### config.mk
export PLATFORM = sky130hd
export DESIGN_NAME = rxq_frame_queue
export DESIGN_NICKNAME = d
export VERILOG_FILES = /design/src/rtl/rxq_pkg.sv /design/src/rtl/rxq_stat_fifo.sv /design/src/rtl/rxq_data_fifo.sv /design/src/rtl/rxq_irq.sv /design/src/rtl/rxq_frame_queue.sv
export SDC_FILE = /design/constraint.sdc
export NUM_CORES = 1
export LEC_CHECK = 0
export ABC_AREA = 0
export CELL_PAD_IN_SITES_DETAIL_PLACEMENT = 0
export CELL_PAD_IN_SITES_GLOBAL_PLACEMENT = 1
export CORE_MARGIN = 2
export CORE_UTILIZATION = 38
export CTS_CLUSTER_DIAMETER = 200
export DETAILED_ROUTE_END_ITERATION = 6
export PLACE_DENSITY = 0.59
export REMOVE_ABC_BUFFERS = 1
export SLEW_MARGIN = 25
export SYNTH_ARGS = -nofsm -noshare
export SYNTH_HDL_FRONTEND = slang
export SYNTH_SLANG_ARGS = --single-unit
### constraint.sdc
create_clock -name clk -period 6.9 [get_ports clk]
set_input_delay 1.035 -clock clk [delete_from_list [all_inputs] [get_ports clk]]
set_output_delay 1.035 -clock clk [all_outputs]
set_load 0.005 [all_outputs]
### src/rtl/rxq_pkg.sv
package rxq_pkg;

  localparam int unsigned RXQ_WORD_W = 32;
  localparam int unsigned RXQ_CNT_W  = 16;

  // status bits that flag a receive error
  localparam logic [RXQ_WORD_W-1:0] RXQ_ERR_MASK = 32'hDF18_0000;

  // per-frame admission state of the write side
  typedef enum logic {
    RXQ_PASS = 1'b0,
    RXQ_DROP = 1'b1
  } rxq_mode_e;

endpackage

### src/rtl/rxq_stat_fifo.sv
// Per-frame status FIFO. DEPTH must be a power of two.
module rxq_stat_fifo #(
  parameter int unsigned DEPTH = 4,
  parameter int unsigned WIDTH = 32,
  localparam int unsigned AW = $clog2(DEPTH),
  localparam int unsigned PW = AW + 1
) (
  input  logic             clk,
  input  logic             rst_n,
  input  logic             clr,
  input  logic             push,
  input  logic [WIDTH-1:0] push_data,
  input  logic             pop,
  output logic [WIDTH-1:0] head,
  output logic [PW-1:0]    count,
  output logic             full
);

  logic [WIDTH-1:0] mem [DEPTH];
  logic [PW-1:0] wp_q, wp_n, rp_q, rp_n;
  logic do_push, do_pop, empty;

  assign count = wp_q - rp_q;
  assign full  = (count == PW'(DEPTH));
  assign empty = (count == '0);

  assign do_push = push && !full && !clr;
  assign do_pop  = pop && !empty && !clr;

  always_comb begin
    wp_n = wp_q;
    rp_n = rp_q;
    if (clr) begin
      wp_n = '0;
      rp_n = '0;
    end else begin
      if (do_push) wp_n = wp_q + PW'(1);
      if (do_pop)  rp_n = rp_q + PW'(1);
    end
  end

  always_ff @(posedge clk or negedge rst_n) begin
    if (!rst_n) begin
      wp_q <= '0;
      rp_q <= '0;
    end else begin
      wp_q <= wp_n;
      rp_q <= rp_n;
    end
  end

  always_ff @(posedge clk) begin
    if (do_push) mem[wp_q[AW-1:0]] <= push_data;
  end

  assign head = empty ? '0 : mem[rp_q[AW-1:0]];

  // occupancy never exceeds the storage
  p_stat_bound_r8: assert property (@(posedge clk) disable iff (!rst_n)
    count <= PW'(DEPTH));

  // a pop on an empty FIFO leaves it empty
  p_empty_pop_r10: assert property (@(posedge clk) disable iff (!rst_n)
    (empty && !push) |=> (count == '0));

endmodule

### src/rtl/rxq_data_fifo.sv
// Data FIFO with a committed and a speculative write pointer.
// Words written since the last commit can be rolled back. DEPTH must be a power of two.
module rxq_data_fifo #(
  parameter int unsigned DEPTH = 16,
  parameter int unsigned WIDTH = 32,
  localparam int unsigned AW = $clog2(DEPTH),
  localparam int unsigned PW = AW + 1
) (
  input  logic             clk,
  input  logic             rst_n,
  input  logic             clr,
  input  logic             push,
  input  logic [WIDTH-1:0] push_data,
  input  logic             commit,
  input  logic             rollback,
  input  logic             pop,
  output logic [WIDTH-1:0] head,
  output logic [PW-1:0]    fill,
  output logic             spec_full
);

  logic [WIDTH-1:0] mem [DEPTH];
  logic [PW-1:0] rp_q, rp_n, cp_q, cp_n, sp_q, sp_n, sp_adv;
  logic [PW-1:0] spec_fill;
  logic do_push, do_pop;

  assign fill      = cp_q - rp_q;
  assign spec_fill = sp_q - rp_q;
  assign spec_full = (spec_fill == PW'(DEPTH));

  assign do_push = push && !spec_full && !clr;
  assign do_pop  = pop && (fill != '0) && !clr;
  assign sp_adv  = do_push ? (sp_q + PW'(1)) : sp_q;

  always_comb begin
    rp_n = rp_q;
    cp_n = cp_q;
    sp_n = sp_adv;
    if (clr) begin
      rp_n = '0;
      cp_n = '0;
      sp_n = '0;
    end else begin
      if (do_pop) rp_n = rp_q + PW'(1);
      if (rollback) begin
        sp_n = cp_q;
      end else if (commit) begin
        cp_n = sp_adv;
      end
    end
  end

  always_ff @(posedge clk or negedge rst_n) begin
    if (!rst_n) begin
      rp_q <= '0;
      cp_q <= '0;
      sp_q <= '0;
    end else begin
      rp_q <= rp_n;
      cp_q <= cp_n;
      sp_q <= sp_n;
    end
  end

  always_ff @(posedge clk) begin
    if (do_push) mem[sp_q[AW-1:0]] <= push_data;
  end

  assign head = (fill == '0) ? '0 : mem[rp_q[AW-1:0]];

  // speculative occupancy bounded by storage
  p_spec_bound_r7: assert property (@(posedge clk) disable iff (!rst_n)
    spec_fill <= PW'(DEPTH));

  // uncommitted words never count as readable
  p_commit_behind_r2: assert property (@(posedge clk) disable iff (!rst_n)
    fill <= spec_fill);

  // a rollback leaves only committed words
  p_rollback_r7: assert property (@(posedge clk) disable iff (!rst_n)
    (rollback && !clr) |=> (spec_fill == fill));

endmodule

### src/rtl/rxq_irq.sv
// Threshold compare and sticky loss flags.
module rxq_irq #(
  parameter int unsigned CNT_W = 16
) (
  input  logic             clk,
  input  logic             rst_n,
  input  logic             clr,
  input  logic [CNT_W-1:0] frames,
  input  logic [CNT_W-1:0] thresh,
  input  logic             set_stat_full,
  input  logic             set_data_full,
  output logic             almost_full,
  output logic             stat_full_flag,
  output logic             data_full_flag
);

  logic sf_q, sf_n, df_q, df_n;

  assign almost_full = (frames > thresh);

  always_comb begin
    sf_n = sf_q;
    df_n = df_q;
    if (clr) begin
      sf_n = 1'b0;
      df_n = 1'b0;
    end else begin
      if (set_stat_full) sf_n = 1'b1;
      if (set_data_full) df_n = 1'b1;
    end
  end

  always_ff @(posedge clk or negedge rst_n) begin
    if (!rst_n) begin
      sf_q <= 1'b0;
      df_q <= 1'b0;
    end else begin
      sf_q <= sf_n;
      df_q <= df_n;
    end
  end

  assign stat_full_flag = sf_q;
  assign data_full_flag = df_q;

  // data-full flag is held until cleared
  p_data_sticky_r7: assert property (@(posedge clk) disable iff (!rst_n)
    (df_q && !clr) |=> df_q);

  // status-full flag is held until cleared
  p_stat_sticky_r8: assert property (@(posedge clk) disable iff (!rst_n)
    (sf_q && !clr) |=> sf_q);

  // clearing drops both flags
  p_clear_flags_r9: assert property (@(posedge clk) disable iff (!rst_n)
    clr |=> (!sf_q && !df_q));

endmodule

### src/rtl/rxq_frame_queue.sv
module rxq_frame_queue
  import rxq_pkg::*;
#(
  parameter int unsigned DATA_DEPTH = 16,
  parameter int unsigned STAT_DEPTH = 4
) (
  input  logic                  clk,
  input  logic                  rst_n,
  input  logic                  wr_valid,
  input  logic                  wr_last,
  input  logic [RXQ_WORD_W-1:0] wr_data,
  input  logic [RXQ_WORD_W-1:0] wr_status,
  input  logic                  flush,
  input  logic [RXQ_CNT_W-1:0]  af_thresh,
  input  logic                  stat_pop,
  output logic [RXQ_WORD_W-1:0] stat_word,
  output logic                  stat_err,
  input  logic                  data_pop,
  output logic [RXQ_WORD_W-1:0] data_word,
  output logic [RXQ_WORD_W-1:0] count_word,
  output logic                  irq_almost_full,
  output logic                  irq_stat_full,
  output logic                  irq_data_full
);

  localparam int unsigned DPW = $clog2(DATA_DEPTH) + 1;
  localparam int unsigned SPW = $clog2(STAT_DEPTH) + 1;

  rxq_mode_e mode_q, mode_n;

  logic beat, frame_end, ovf_now, bad_frame;
  logic d_push, d_commit, d_rollback, d_spec_full;
  logic [DPW-1:0] d_fill;
  logic [SPW-1:0] s_count;
  logic s_full;
  logic [RXQ_CNT_W-1:0] frames;

  // ---- write-side admission ----
  assign beat      = wr_valid && !flush;
  assign frame_end = beat && wr_last;
  assign ovf_now   = beat && (mode_q == RXQ_PASS) && d_spec_full;
  assign d_push    = beat && (mode_q == RXQ_PASS) && !d_spec_full;
  assign bad_frame = (mode_q == RXQ_DROP) || ovf_now || s_full;
  assign d_commit   = frame_end && !bad_frame;
  assign d_rollback = frame_end && bad_frame;

  always_comb begin
    mode_n = mode_q;
    if (flush || frame_end) begin
      mode_n = RXQ_PASS;
    end else if (ovf_now) begin
      mode_n = RXQ_DROP;
    end
  end

  always_ff @(posedge clk or negedge rst_n) begin
    if (!rst_n) mode_q <= RXQ_PASS;
    else        mode_q <= mode_n;
  end

  // ---- storage ----
  rxq_data_fifo #(.DEPTH(DATA_DEPTH), .WIDTH(RXQ_WORD_W)) u_data (
    .clk       (clk),
    .rst_n     (rst_n),
    .clr       (flush),
    .push      (d_push),
    .push_data (wr_data),
    .commit    (d_commit),
    .rollback  (d_rollback),
    .pop       (data_pop),
    .head      (data_word),
    .fill      (d_fill),
    .spec_full (d_spec_full)
  );

  rxq_stat_fifo #(.DEPTH(STAT_DEPTH), .WIDTH(RXQ_WORD_W)) u_stat (
    .clk       (clk),
    .rst_n     (rst_n),
    .clr       (flush),
    .push      (d_commit),
    .push_data (wr_status),
    .pop       (stat_pop),
    .head      (stat_word),
    .count     (s_count),
    .full      (s_full)
  );

  assign frames     = RXQ_CNT_W'(s_count);
  assign count_word = {frames, RXQ_CNT_W'(d_fill)};
  assign stat_err   = (s_count != '0) && ((stat_word & RXQ_ERR_MASK) != '0);

  // ---- interrupts ----
  rxq_irq #(.CNT_W(RXQ_CNT_W)) u_irq (
    .clk            (clk),
    .rst_n          (rst_n),
    .clr            (flush),
    .frames         (frames),
    .thresh         (af_thresh),
    .set_stat_full  (frame_end && s_full),
    .set_data_full  (ovf_now),
    .almost_full    (irq_almost_full),
    .stat_full_flag (irq_stat_full),
    .data_full_flag (irq_data_full)
  );

  // flush leaves both FIFOs empty on the next cycle
  p_flush_empty_r9: assert property (@(posedge clk) disable iff (!rst_n)
    flush |=> (count_word == '0));

  // at most one frame becomes visible per cycle
  p_frame_step_r2: assert property (@(posedge clk) disable iff (!rst_n)
    frames <= $past(frames) + RXQ_CNT_W'(1));

  // error summary only with a waiting frame
  p_err_needs_frame_r5: assert property (@(posedge clk) disable iff (!rst_n)
    stat_err |-> (frames != '0));

  // status-full flag rises only after a frame end
  p_stat_full_cause_r8: assert property (@(posedge clk) disable iff (!rst_n)
    $rose(irq_stat_full) |-> $past(wr_valid && wr_last));

endmodule

==> flow_summary.json <==
{
  "drt_iter0_markers": 740,
  "worst-endpoint-required_ns": 5.86,
  "clock_sinks": 664,
  "fin_total_pwr_mw": 11.5,
  "postSynthAreaPerCell_um2": 21.9,
  "rows": 96,
  "crit_fanout": 38,
  "critical_path.reg2reg.endpoint": "u_data.mem[8][20]",
  "synth-seq-area-share_pct": 75.2,
  "final_nets": 1530,
  "max-clock-path-buffers": 3,
  "tightestPinTransition_ns": 0.992,
  "fp.coreArea_mm2": 0.0686,
  "tritoncts": "done",
  "clock_skew_ns": 0.0293,
  "final_period_minus_worst_setup_slack_ns": 5.38,
  "die_extent_in_x_um": 267,
  "final_hold_viols": 0,
  "run_status": "completed",
  "finalSetupViolations": 0,
  "synth.cell_area_mm2": 0.0264,
  "clockRootBuffer": "sky130_fd_sc_hd__clkbuf_16",
  "fmaxAchievable_mhz": 186,
  "vias_in_the_first_global_route": 13268,
  "top_level_ports": 187,
  "timing_max_transition_violations_final": 0,
  "stdcell_count": 2410,
  "ys.warnings.count": 0,
  "pre_cts_ws_ns": 1.78,
  "remaining_overflow_grt": 0,
  "initial_utilization_pct": 38.4,
  "reg2reg_from": "u_data.rp_q[3]",
  "die_height_um": 267,
  "setup.worst_path.start_class": "flop",
  "hold_class": "reg -> reg",
  "drive_gt1_share_pct": 24.4,
  "place_inst": 2273,
  "routed_wl_mm": 59.3,
  "drv_cap": 0,
  "grt.total_usage_pct": 16.9,
  "first_pass_grt_wire_length_mm": 87.8,
  "criticalPathCategory": "reg -> out",
  "power_leakage_nw": 9.94,
  "area_of_the_die_mm2": 0.0715,
  "min_to": "u_stat.wp_q[2]",
  "insertion_delay_ns": 0.61,
  "clock_h_tree_levels": 3,
  "numPortBuffers": 162,
  "tns_ns": 0,
  "syn_inst": 1204,
  "rrSetupSlack_ns": 2.61,
  "antenna_found_initial": 3,
  "maximum_number_of_pins_on_one_net_before_global_route_repair": 68,
  "drc_markers": 0,
  "worstRegToRegCells": 9,
  "postRouteAntennaNets": 0,
  "fillerInstances": 5756,
  "endpoint_kind": "output pin",
  "period_utilization_post_route_pct": 78.0,
  "post_drt_wl_per_cell_um": 24.6,
  "hold_path_startpoint": "u_stat.wp_q[2]",
  "synth.ff_latch_count": 664,
  "post-dp-hpwl_mm": 33.2,
  "via_count": 12299,
  "synth.lib_cells_used.distinct": 48,
  "max-slew-margin-rel_pct": 33.7,
  "route.detailed.vias_per_inst": 5.10,
  "cts_repair_resize_count": 0,
  "worst_slack_ns": 1.52,
  "max-vdd-ir-drop_mv": 0.216,
  "postCtsSetupRepairBufs": 0,
  "cts.hold.buffers_added": 0,
  "syn_to_final_growth_pct": 19.6,
  "crit_arrival_ns": 4.34,
  "final_replace_weighted_congestion": 0.724,
  "power.density_cell_area_mw_per_mm2": 365,
  "rsz0062_at_grt": "false",
  "cts_buffers": 74,
  "clkSlewWorstSetupHoldPaths_ns": 0.06,
  "hold_path_depth": 1,
  "drt_pass1_iterations": 5
}
## cell type report
cell class	count	area [µm²]	area share, %
sequential	664	19800	62.9
multi-input combinational	455	6160	19.5
clock buffer	89	1950	6.19
timing repair buffer	197	1920	6.11
tap	931	1160	3.70
clock inverter	44	380	1.21
inverter	27	101	0.322
antenna	3	7.51	0.0238
## power by group
part	switching (mW)	total, mW	internal (mW)
combinational	1.36	3.11	1.75
sequential	0.106	4.60	4.50
clock	1.58	3.78	2.21
total	3.04	11.5	8.46
## cells in the final DEF, fill, tap and decap left out, types with 22 or more instances in the layout
cell type                         count
sky130_fd_sc_hd__clkdlybuf4s50_1    162
sky130_fd_sc_hd__mux4_2             192
sky130_fd_sc_hd__buf_4               33
sky130_fd_sc_hd__ha_1                22
sky130_fd_sc_hd__nor2b_1             70
sky130_fd_sc_hd__clkbuf_16           76
sky130_fd_sc_hd__conb_1              24
sky130_fd_sc_hd__nor2_1              22
sky130_fd_sc_hd__edfxtp_1           640
sky130_fd_sc_hd__inv_1               25
## synth_stat cells, drive strengths merged
library cell  count  area share [%]
edfxtp          640              73
mux4            192              16
nor2b            70             1.7
buf              50             1.4
nor2             33            0.47
clkbuf           31            0.44
inv              27            0.38
dfrtp            24             2.3
ha               22             1.0
nand2            15            0.21
a21oi            12            0.24
nor3             11            0.23
nand2b            8            0.19
mux2              7            0.30
xnor2             7            0.23
and2              6            0.14
o21ai             6            0.11
mux2i             4            0.15
o21a              4            0.11
xor2              4            0.13
a211oi            3           0.085
nand3             3           0.057
nand4             3           0.071
nor4              3           0.071
a21o              2           0.057
fa                2            0.15
o211ai            2           0.057
a2111oi           1           0.033
a21boi            1           0.028
a22oi             1           0.028
a311oi            1           0.033
and3              1           0.024
conb              1           0.014
nor3b             1           0.028
o211a             1           0.038
o22ai             1           0.024
or2               1           0.024
or3               1           0.024
or3b              1           0.033
xnor3             1           0.085
## sequential cells by signal, summed over array words and instances (netlist names)
| signal | count |
|---|---|
| u_stat.mem | 128 |
| u_data.cp_q | 5 |
| u_irq.stat_full_flag | 1 |
| u_data.mem | 512 |
| u_data.sp_q | 5 |
| u_stat.rp_q | 3 |
| mode_q | 1 |
| u_data.rp_q | 5 |
| u_stat.wp_q | 3 |
| u_irq.data_full_flag | 1 |
## critical path, stage by stage, from the launching register on
cell and delay [ns]:
sky130_fd_sc_hd__dfrtp_4 0.76, sky130_fd_sc_hd__ha_1 0.34, sky130_fd_sc_hd__fa_1 0.40, sky130_fd_sc_hd__nor2b_1 0.11
sky130_fd_sc_hd__o21ai_0 0.09, sky130_fd_sc_hd__a21o_1 0.21, sky130_fd_sc_hd__a22oi_1 0.33, sky130_fd_sc_hd__and2_2 0.82
sky130_fd_sc_hd__nor2b_1 0.11, sky130_fd_sc_hd__clkdlybuf4s50_1 0.49
## cells by family after synthesis
logic type | after synthesis | synth area share, %
compound gates | 35 | 0.854
mux | 203 | 16.9
flops | 664 | 75.2
simple gates | 157 | 3.24
fa+ha+maj | 24 | 1.20
xor+xnor | 12 | 0.451
other cells | 1 | 0.0142
buf+inv | 108 | 2.22
## worst max path at each step
stage / cells after the start / slack [ns] / end / start
6_report: 9 / 1.52 / data_word[22] / u_data.rp_q[0]
5_1_grt: 9 / 1.18 / data_word[30] / u_data.rp_q[0]
4_1_cts: 9 / 1.12 / data_word[27] / u_data.rp_q[1]
3_3_place_gp: 9 / 1.84 / data_word[6] / u_data.rp_q[1]
2_1_floorplan: 7 / -2.13 / u_data.mem[0][0] / u_data.rp_q[0]
3_5_place_dp: 9 / 1.78 / data_word[27] / u_data.rp_q[1]
## metal layers
| metal | vias to the layer above | share of wire (%) | global-route usage (%) |
|---|---|---|---|
| met5 | - | 0.046 | 0 |
| met4 | 4 | 2.3 | 5.18 |
| met3 | 95 | 3.7 | 2.84 |
| met2 | 243 | 51 | 28.6 |
| met1 | 6616 | 43 | 22.5 |
| li1 | 5341 | - | - |
## metrics by stage
stage | utilization [%] | hold slack (ns) | area, µm²
after floorplan | - | 0.461 | 26000
after global placement | 42.5 | 0.483 | 29100
after detailed placement | 42.5 | 0.493 | 29200
after CTS | 45.9 | 0.497 | 31500
after global routing | 46.0 | 0.520 | 31500
final | 46.0 | 0.489 | 31500
Power figures use the tool's default switching activity.
